### src/rtl/cond_pkg.sv
package cond_pkg;
  typedef enum logic [2:0] {
    C_ZERO = 3'd0, C_NZ = 3'd1, C_GEZ = 3'd2, C_GTZ = 3'd3,
    C_LEZ  = 3'd4, C_LTZ = 3'd5, C_EVEN = 3'd6, C_ODD = 3'd7
  } cond_code_e;

  typedef enum logic [2:0] {
    K_EQ = 3'd0, K_SLT = 3'd1, K_SLE = 3'd2, K_ULT = 3'd3, K_ULE = 3'd4
  } cmp_code_e;
endpackage

### src/rtl/opnd_sel.sv
module opnd_sel #(
  parameter int DATA_W = 64,
  parameter int IMM_W  = 8
) (
  input  logic              use_imm,
  input  logic [IMM_W-1:0]  imm,
  input  logic [DATA_W-1:0] rb,
  output logic [DATA_W-1:0] opnd
);
  logic [DATA_W-1:0] imm_ext;
  generate
    if (IMM_W < DATA_W) begin : g_pad
      assign imm_ext = {{(DATA_W-IMM_W){1'b0}}, imm};
    end else begin : g_full
      assign imm_ext = imm[DATA_W-1:0];
    end
  endgenerate
  assign opnd = use_imm ? imm_ext : rb;
endmodule

### src/rtl/cond_eval.sv
module cond_eval #(
  parameter int DATA_W = 64
) (
  input  logic [2:0]        sel,
  input  logic [DATA_W-1:0] a,
  output logic              hit
);
  import cond_pkg::*;

  function automatic logic test_value(input logic [2:0] code, input logic [DATA_W-1:0] v);
    logic is_zero, is_neg;
    is_zero = (v == '0);
    is_neg  = v[DATA_W-1];
    case (cond_code_e'(code))
      C_ZERO:  return is_zero;
      C_NZ:    return !is_zero;
      C_GEZ:   return !is_neg;
      C_GTZ:   return !is_neg && !is_zero;
      C_LEZ:   return is_neg || is_zero;
      C_LTZ:   return is_neg;
      C_EVEN:  return !v[0];
      default: return v[0];
    endcase
  endfunction

  assign hit = test_value(sel, a);
endmodule

### src/rtl/cmp_eval.sv
module cmp_eval #(
  parameter int DATA_W = 64
) (
  input  logic [2:0]        sel,
  input  logic [DATA_W-1:0] a,
  input  logic [DATA_W-1:0] b,
  output logic              bit_out
);
  import cond_pkg::*;

  function automatic logic relate(input logic [2:0] code,
                                  input logic [DATA_W-1:0] x,
                                  input logic [DATA_W-1:0] y);
    logic eq, slt, ult;
    eq  = (x == y);
    slt = ($signed(x) < $signed(y));
    ult = (x < y);
    case (code)
      K_EQ:    return eq;
      K_SLT:   return slt;
      K_SLE:   return slt || eq;
      K_ULT:   return ult;
      K_ULE:   return ult || eq;
      default: return 1'b0;
    endcase
  endfunction

  assign bit_out = relate(sel, a, b);
endmodule

### src/rtl/cond_unit.sv
module cond_unit #(
  parameter int DATA_W = 64,
  parameter int IMM_W  = 8
) (
  input  logic              clk,
  input  logic              rst_n,
  input  logic              in_valid,
  input  logic              in_is_cmp,
  input  logic [2:0]        in_sel,
  input  logic              in_use_imm,
  input  logic [IMM_W-1:0]  in_imm,
  input  logic [DATA_W-1:0] in_ra,
  input  logic [DATA_W-1:0] in_rb,
  input  logic [DATA_W-1:0] in_old_c,
  output logic              out_valid,
  output logic              out_cond,
  output logic              out_wr_en,
  output logic [DATA_W-1:0] out_result
);
  logic [DATA_W-1:0] opnd_b;
  logic              cond_hit;
  logic              cmp_bit;
  logic              nxt_cond;
  logic              nxt_wr_en;
  logic [DATA_W-1:0] nxt_result;

  opnd_sel #(.DATA_W(DATA_W), .IMM_W(IMM_W)) u_opnd (
    .use_imm(in_use_imm), .imm(in_imm), .rb(in_rb), .opnd(opnd_b)
  );

  cond_eval #(.DATA_W(DATA_W)) u_cond (
    .sel(in_sel), .a(in_ra), .hit(cond_hit)
  );

  cmp_eval #(.DATA_W(DATA_W)) u_cmp (
    .sel(in_sel), .a(in_ra), .b(opnd_b), .bit_out(cmp_bit)
  );

  always_comb begin
    if (in_is_cmp) begin
      nxt_cond   = cmp_bit;
      nxt_wr_en  = 1'b1;
      nxt_result = {{(DATA_W-1){1'b0}}, cmp_bit};
    end else begin
      nxt_cond   = cond_hit;
      nxt_wr_en  = cond_hit;
      nxt_result = cond_hit ? opnd_b : in_old_c;
    end
  end

  always_ff @(posedge clk) begin
    if (!rst_n) begin
      out_valid  <= 1'b0;
      out_cond   <= 1'b0;
      out_wr_en  <= 1'b0;
      out_result <= '0;
    end else begin
      out_valid <= in_valid;
      if (in_valid) begin
        out_cond   <= nxt_cond;
        out_wr_en  <= nxt_wr_en;
        out_result <= nxt_result;
      end
    end
  end
endmodule

### config.mk
export PLATFORM = sky130hd
export DESIGN_NAME = cond_unit
export DESIGN_NICKNAME = d
export VERILOG_FILES = /design/src/rtl/cond_pkg.sv /design/src/rtl/opnd_sel.sv /design/src/rtl/cond_eval.sv /design/src/rtl/cmp_eval.sv /design/src/rtl/cond_unit.sv
export SDC_FILE = /design/constraint.sdc
export NUM_CORES = 1
export LEC_CHECK = 0
export CORE_MARGIN = 2
export CORE_UTILIZATION = 27
export DETAILED_ROUTE_END_ITERATION = 8
export DONT_BUFFER_PORTS = 1
export PLACE_DENSITY_LB_ADDON = 0.05
export SLEW_MARGIN = 10
export SYNTH_ARGS = -nofsm -noshare
export SYNTH_HDL_FRONTEND = slang
export SYNTH_SLANG_ARGS = --single-unit
export TNS_END_PERCENT = 30
### constraint.sdc
create_clock -name clk -period 11.2 [get_ports clk]
set_input_delay 3.36 -clock clk [delete_from_list [all_inputs] [get_ports clk]]
set_output_delay 3.36 -clock clk [all_outputs]
set_load 0.01 [all_outputs]
==> results of run 1 <==
-- sequential cells by signal, summed over array words and instances (netlist names) --
name and cells:
out_valid 1, out_wr_en 1, out_result 64, out_cond 1
-- cell usage in the layout (no fill, tap or decap), types with 7 or more instances in the layout --
master     synthesis  final
o21ai_0           13     13
nand4_1           11     11
dfxtp_1           67     67
nor2_1            14     14
nor2b_1            8      8
nand3_1           12     12
nand2_1           25     25
and2_1            58     58
a211oi_1           9      9
a21oi_1           27     27
o22ai_1           57     57
nor4_1            19     19
clkbuf_16          0      9
mux2_4            53     53
inv_1            118    118
nand2b_1          58     57
mux2i_1            8      8
o21a_1             7      7
ha_1              64     64
-- layout make-up --
type                    instances  share of cell area (%)
diodes                          1                 0.03978
well taps                     275                   5.469
multi-input cells             478                   60.92
inverters                     118                   7.041
clock inverters                 5                  0.9547
clock buffers                  11                   4.017
flip-flops and latches         67                   21.32
repair buffers                  2                  0.2387
-- metrics by stage --
step	cell area [um2]	util [%]	setup slack, ns
2_1_floorplan	5852	-	5.202
3_3_place_gp	5976	28.25	4.010
3_5_place_dp	5976	28.25	3.968
4_1_cts	6289	29.73	4.325
5_1_grt	6291	29.74	4.289
6_report	6291	29.74	4.523
-- critical path, cell delays in order --
cell     delay [ns]
nor4_1         0.62
nand4_1        0.21
or4_1          0.53
o21ai_0        0.22
o221a_4        0.53
buf_4          0.74
mux2_4         0.35
o22ai_1        0.10
and2_1         0.15
-- per-layer routing --
metal | vias up | wire length (um) | share of wire [%] | track usage (%)
met1 | 2208 | 8888 | 44 | 21.97
met4 | 0 | 321 | 1.6 | 4.533
li1 | 2374 | - | - | -
met2 | 217 | 9154 | 45 | 27.33
met5 | - | 0 | 0 | 0
met3 | 17 | 2023 | 9.9 | 7.078
-- cell families (layout without fill, tap and decap cells) --
| group | after synthesis | after routing | share of synthesized area, % |
|---|---|---|---|
| muxes | 66 | 66 | 15.93 |
| DFF | 67 | 67 | 22.92 |
| buffers and inverters | 156 | 136 | 11.78 |
| and+or+nand+nor | 216 | 216 | 21.34 |
| adders and majority gates | 64 | 64 | 13.68 |
| AOI/OAI and AO/OA | 132 | 132 | 14.35 |
| other | 0 | 1 | 0 |
-- power by group --
part	internal [mW]	leakage, nW	switching, mW
clock network	0.186	0.152	0.120
registers	0.249	0.546	0.0127
logic	0.0841	2.00	0.0748
total	0.519	2.70	0.208
-- path summary, 6_finish.rpt --
path | start | endpoint | slack [ns] | cells past startpoint
worst max register to register | out_result[43] | out_result[43] | 10.38 | 3
worst max-delay path | in_ra[19] | out_result[56] | 4.52 | 9
worst min-delay path | out_wr_en | out_wr_en | 0.63 | 1
worst min register to register | out_wr_en | out_wr_en | 0.63 | 1
==> flow_summary.ini, run 1 <==
[run_status]
status = complete, no violations

[sta]
holdWs_ns = 0.6295
finalSetupViolCount = 0
finalSetupTns_ns = 0
fin_skew_ns = 0
min_period_over_period_pct = 59.62
fmax_mhz = 149.8
max_slew_margin_pct = 37.79
rsz0062_at_grt = false
fin_crit_ns = 6.677
drv_slew = 0
tightest_slew_ns = 0.9332
hold_viol_final = 0

[clocking]
cts.htree.levels = 3
postCtsResizedCells = 0
cts_tree = done
clockRootBuffer = clkbuf_16
post_cts_buffers = 0
clock_sinks = 67
cts-buffers-inserted = 9
cts_buffer_depth = 2
clkTransAtPathRegs_ns = 0.06
insertion_delay_ns = 0.34
cts_hold_buffers = 0

[global_routing]
grt_pass1_wl_um = 29590
antenna_found_initial = 1
grt_pass1_vias = 4927
grt_max_degree = 70
grt_usage_pct = 17.37
overflow = 0

[logic_synthesis]
yosys_register_bits = 67
synth_common_cells = 118 x inv_1, 67 x dfxtp_1, 64 x ha_1
synth_top_area_share_pct = 22.92
ys_seq_area_share_pct = 22.92
synth-async-reset-ratio_pct = 0
syn_area_um2 = 5852
synth_edf_count = 0
yosysTopAreaCell = dfxtp_1
synth.most_common_cell = inv_1
synth.area.top_cells = dfxtp_1 23%, ha_1 14%, mux2_4 14%, inv_1 7.6%, and2_1 6.2%
synth_cell_types = 38
synth_cells = 701
avgSynthCellArea_um2 = 8.348
syn-num-nets = 973
synthFlopType = dfxtp_1
yosys_warnings = 0

[setup_path]
arrival_ns = 6.96
start_kind = input pin
endpoint_kind = flop
cp.required_ns = 11.48
crit_path_max_fanout = 55
path_class = input pin to flop

[routing]
drt_wl_total_um = 20390
detail-route-antenna-nets = 0
vias_per_cell = 5.032
first_iter_violations = 149
vias = 4816
drt-wirelength-per-cell_um = 21.30
route.detailed.drc = 0
first_pass_iters = 5

[die]
die_area_um2 = 22870
placeableCoreArea_um2 = 21150
die_height_um = 151.2
ios = 275
die_w_um = 151.2
fp-row-count = 53
start_util_pct = 27.66

[job]
cap_violations = 0

[power]
ir_worst_vdd_uv = 68.68
p_per_area_nw_per_um2 = 115.5
total_power_mw = 0.7265
total_leakage_power_nw = 2.703

[placed_design]
gp_congestion = 0.7734
place_hpwl_um = 15870
numPortBuffers = 0
dp_cells = 940

[hold_path]
hold_class = flop to flop

[layout]
syn2layout_area_growth_pct = 7.505
fin_nets = 948
multiInputGateArea_um2 = 3832
fillers = 2256
drive_gt1_share_pct = 11.60
final-instance-count-excl-fill = 957
register_area_um2 = 1341
Note: power is estimated with default switching activity, not from simulation.
==> inputs of run 2 (changes only) <==
Clock period 11.2 ns to 7 ns, I/O delays scaled along.
==> flow_summary.ini, run 2 (synthesis gave the netlist of run 1 again) <==
[placed_design]
dp_cells = 940
place_hpwl_um = 15690
numPortBuffers = 0
gp_congestion = 0.7500

[global_routing]
grt_pass1_wl_um = 29550
grt.met1_usage_pct = 21.53
busiest_layer = met2
use_met3_pct = 6.717
overflow = 0
grt_usage_pct = 17.40
grt_max_degree = 70
grt_pass1_vias = 4824
globalRouteMet2Util_pct = 27.76
antenna_found_initial = 1

[layout]
largest_reg_flops = 64
final-instance-count-excl-fill = 957
fin_nets = 948
syn2layout_area_growth_pct = 7.312
regMostFlops = out_result
final_common_cell = inv_1
post-route-util_pct = 29.69
layout_common_cells = 118 x inv_1, 67 x dfxtp_1, 64 x ha_1
drive_gt1_share_pct = 11.60
fillers = 2262

[clocking]
post_cts_buffers = 0
postCtsResizedCells = 0
cts_hold_buffers = 0
clockRootBuffer = clkbuf_16
cts.htree.levels = 3
cts_tree = done
insertion_delay_ns = 0.34
cts_buffer_depth = 2
clock_sinks = 67
clkTransAtPathRegs_ns = 0.07
cts-buffers-inserted = 9

[routing]
detail-route-antenna-nets = 0
drt-wirelength-per-cell_um = 21.21
vias = 4732
first_pass_iters = 4
drt_wl_total_um = 20300
vias_per_cell = 4.945
first_iter_violations = 124
route.detailed.drc = 0

[die]
die_w_um = 151.2
die_height_um = 151.2
ios = 275
die_area_um2 = 22870
placeableCoreArea_um2 = 21150
fp-row-count = 53
start_util_pct = 27.66

[setup_path]
endpoint_kind = flop
arrival_ns = 5.60
cp_slowest_stage_delay_ns = 0.81
r2r_end = out_result[13]
path_cells = nor4_1 > nand4_1 > or4_1 > o21ai_0 > o221a_4 > buf_12 > mux2_4 > o221ai_1 > nor2_1
r2r_cells = 3
crit_slowest_cell = nor4_1
cp.required_ns = 7.21
start_kind = input pin
r2r_slack_ns = 6.20
rr_startpoint = out_result[13]
crit_path_max_fanout = 55
path_class = input pin to flop

[job]
cap_violations = 0

[sta]
rsz0062_at_grt = false
drv_slew = 0
max_slew_margin_pct = 35.47
fin_skew_ns = 0
finalSetupViolCount = 0
fmax_mhz = 185.7
finalSetupTns_ns = 0
fin_crit_ns = 5.386
hold_viol_final = 0
tightest_slew_ns = 0.9591
min_period_over_period_pct = 76.94

[hold_path]
hold_depth = 1
worstHoldStart = out_wr_en
whs_endpoint = out_wr_en
hold_class = flop to flop

[power]
p_per_area_nw_per_um2 = 180.1
ir_worst_vdd_uv = 109.6
total_leakage_power_nw = 2.690
total_power_mw = 1.131

[run_status]
status = complete, no violations
[run 2: cell count changes in the layout (fill, tap and decap cells not counted)]
cell        previous run  this run
buf_4                  2         1
bufinv_16              1         0
buf_12                 0         1
clkinvlp_4             1         3
clkinv_4               1         0
[run 2: final cells by class]
type | count | area, um2 | area share (%)
Clock inverter | 5 | 36.28 | 0.5778
Multi-Input combinational cell | 478 | 3832 | 61.03
Clock buffer | 11 | 252.7 | 4.025
Inverter | 118 | 442.9 | 7.053
Antenna cell | 1 | 2.502 | 0.03985
Tap cell | 275 | 344.1 | 5.479
Sequential cell | 67 | 1341 | 21.36
Timing Repair Buffer | 2 | 27.53 | 0.4383
[run 2: critical path, delay by kind of cell]
kind	cells	cell delay, ns
AND/OR/NAND/NOR	4	1.80
AO/OA/AOI/OAI	3	0.90
buffers and inverters	1	0.38
multiplexers	1	0.34
[run 2: worst max-delay path by stage]
stage          depth (start not counted)  slack (ns)            end       start
6_report                               9        1.61  out_result[0]   in_ra[28]
5_1_grt                                9        1.51  out_result[0]   in_ra[28]
4_1_cts                                9        1.66  out_result[0]   in_ra[28]
3_5_place_dp                           9        1.30  out_result[0]   in_ra[28]
3_3_place_gp                           9        1.31  out_result[0]   in_ra[28]
2_1_floorplan                         12        2.26       out_cond  in_use_imm
[run 2: report_power, final]
group | leakage (nW) | internal, mW | switching, mW
combinational | 2.01 | 0.134 | 0.119
clock | 0.134 | 0.260 | 0.199
sequential | 0.546 | 0.398 | 0.0202
[run 2: routing by layer]
metal	vias up	share of wire [%]
li1	2367	-
met1	2162	44
met2	185	45
met3	18	9.5
met4	0	2.1
met5	-	0
[run 2: stage by stage]
stage	setup WS [ns]	area [um2]	hold slack [ns]
5_1_grt	1.510	6280	0.6481
4_1_cts	1.660	6277	0.6232
3_3_place_gp	1.315	5988	0.6214
3_5_place_dp	1.301	5988	0.6020
6_report	1.614	6280	0.6228
2_1_floorplan	2.262	5852	0.5702
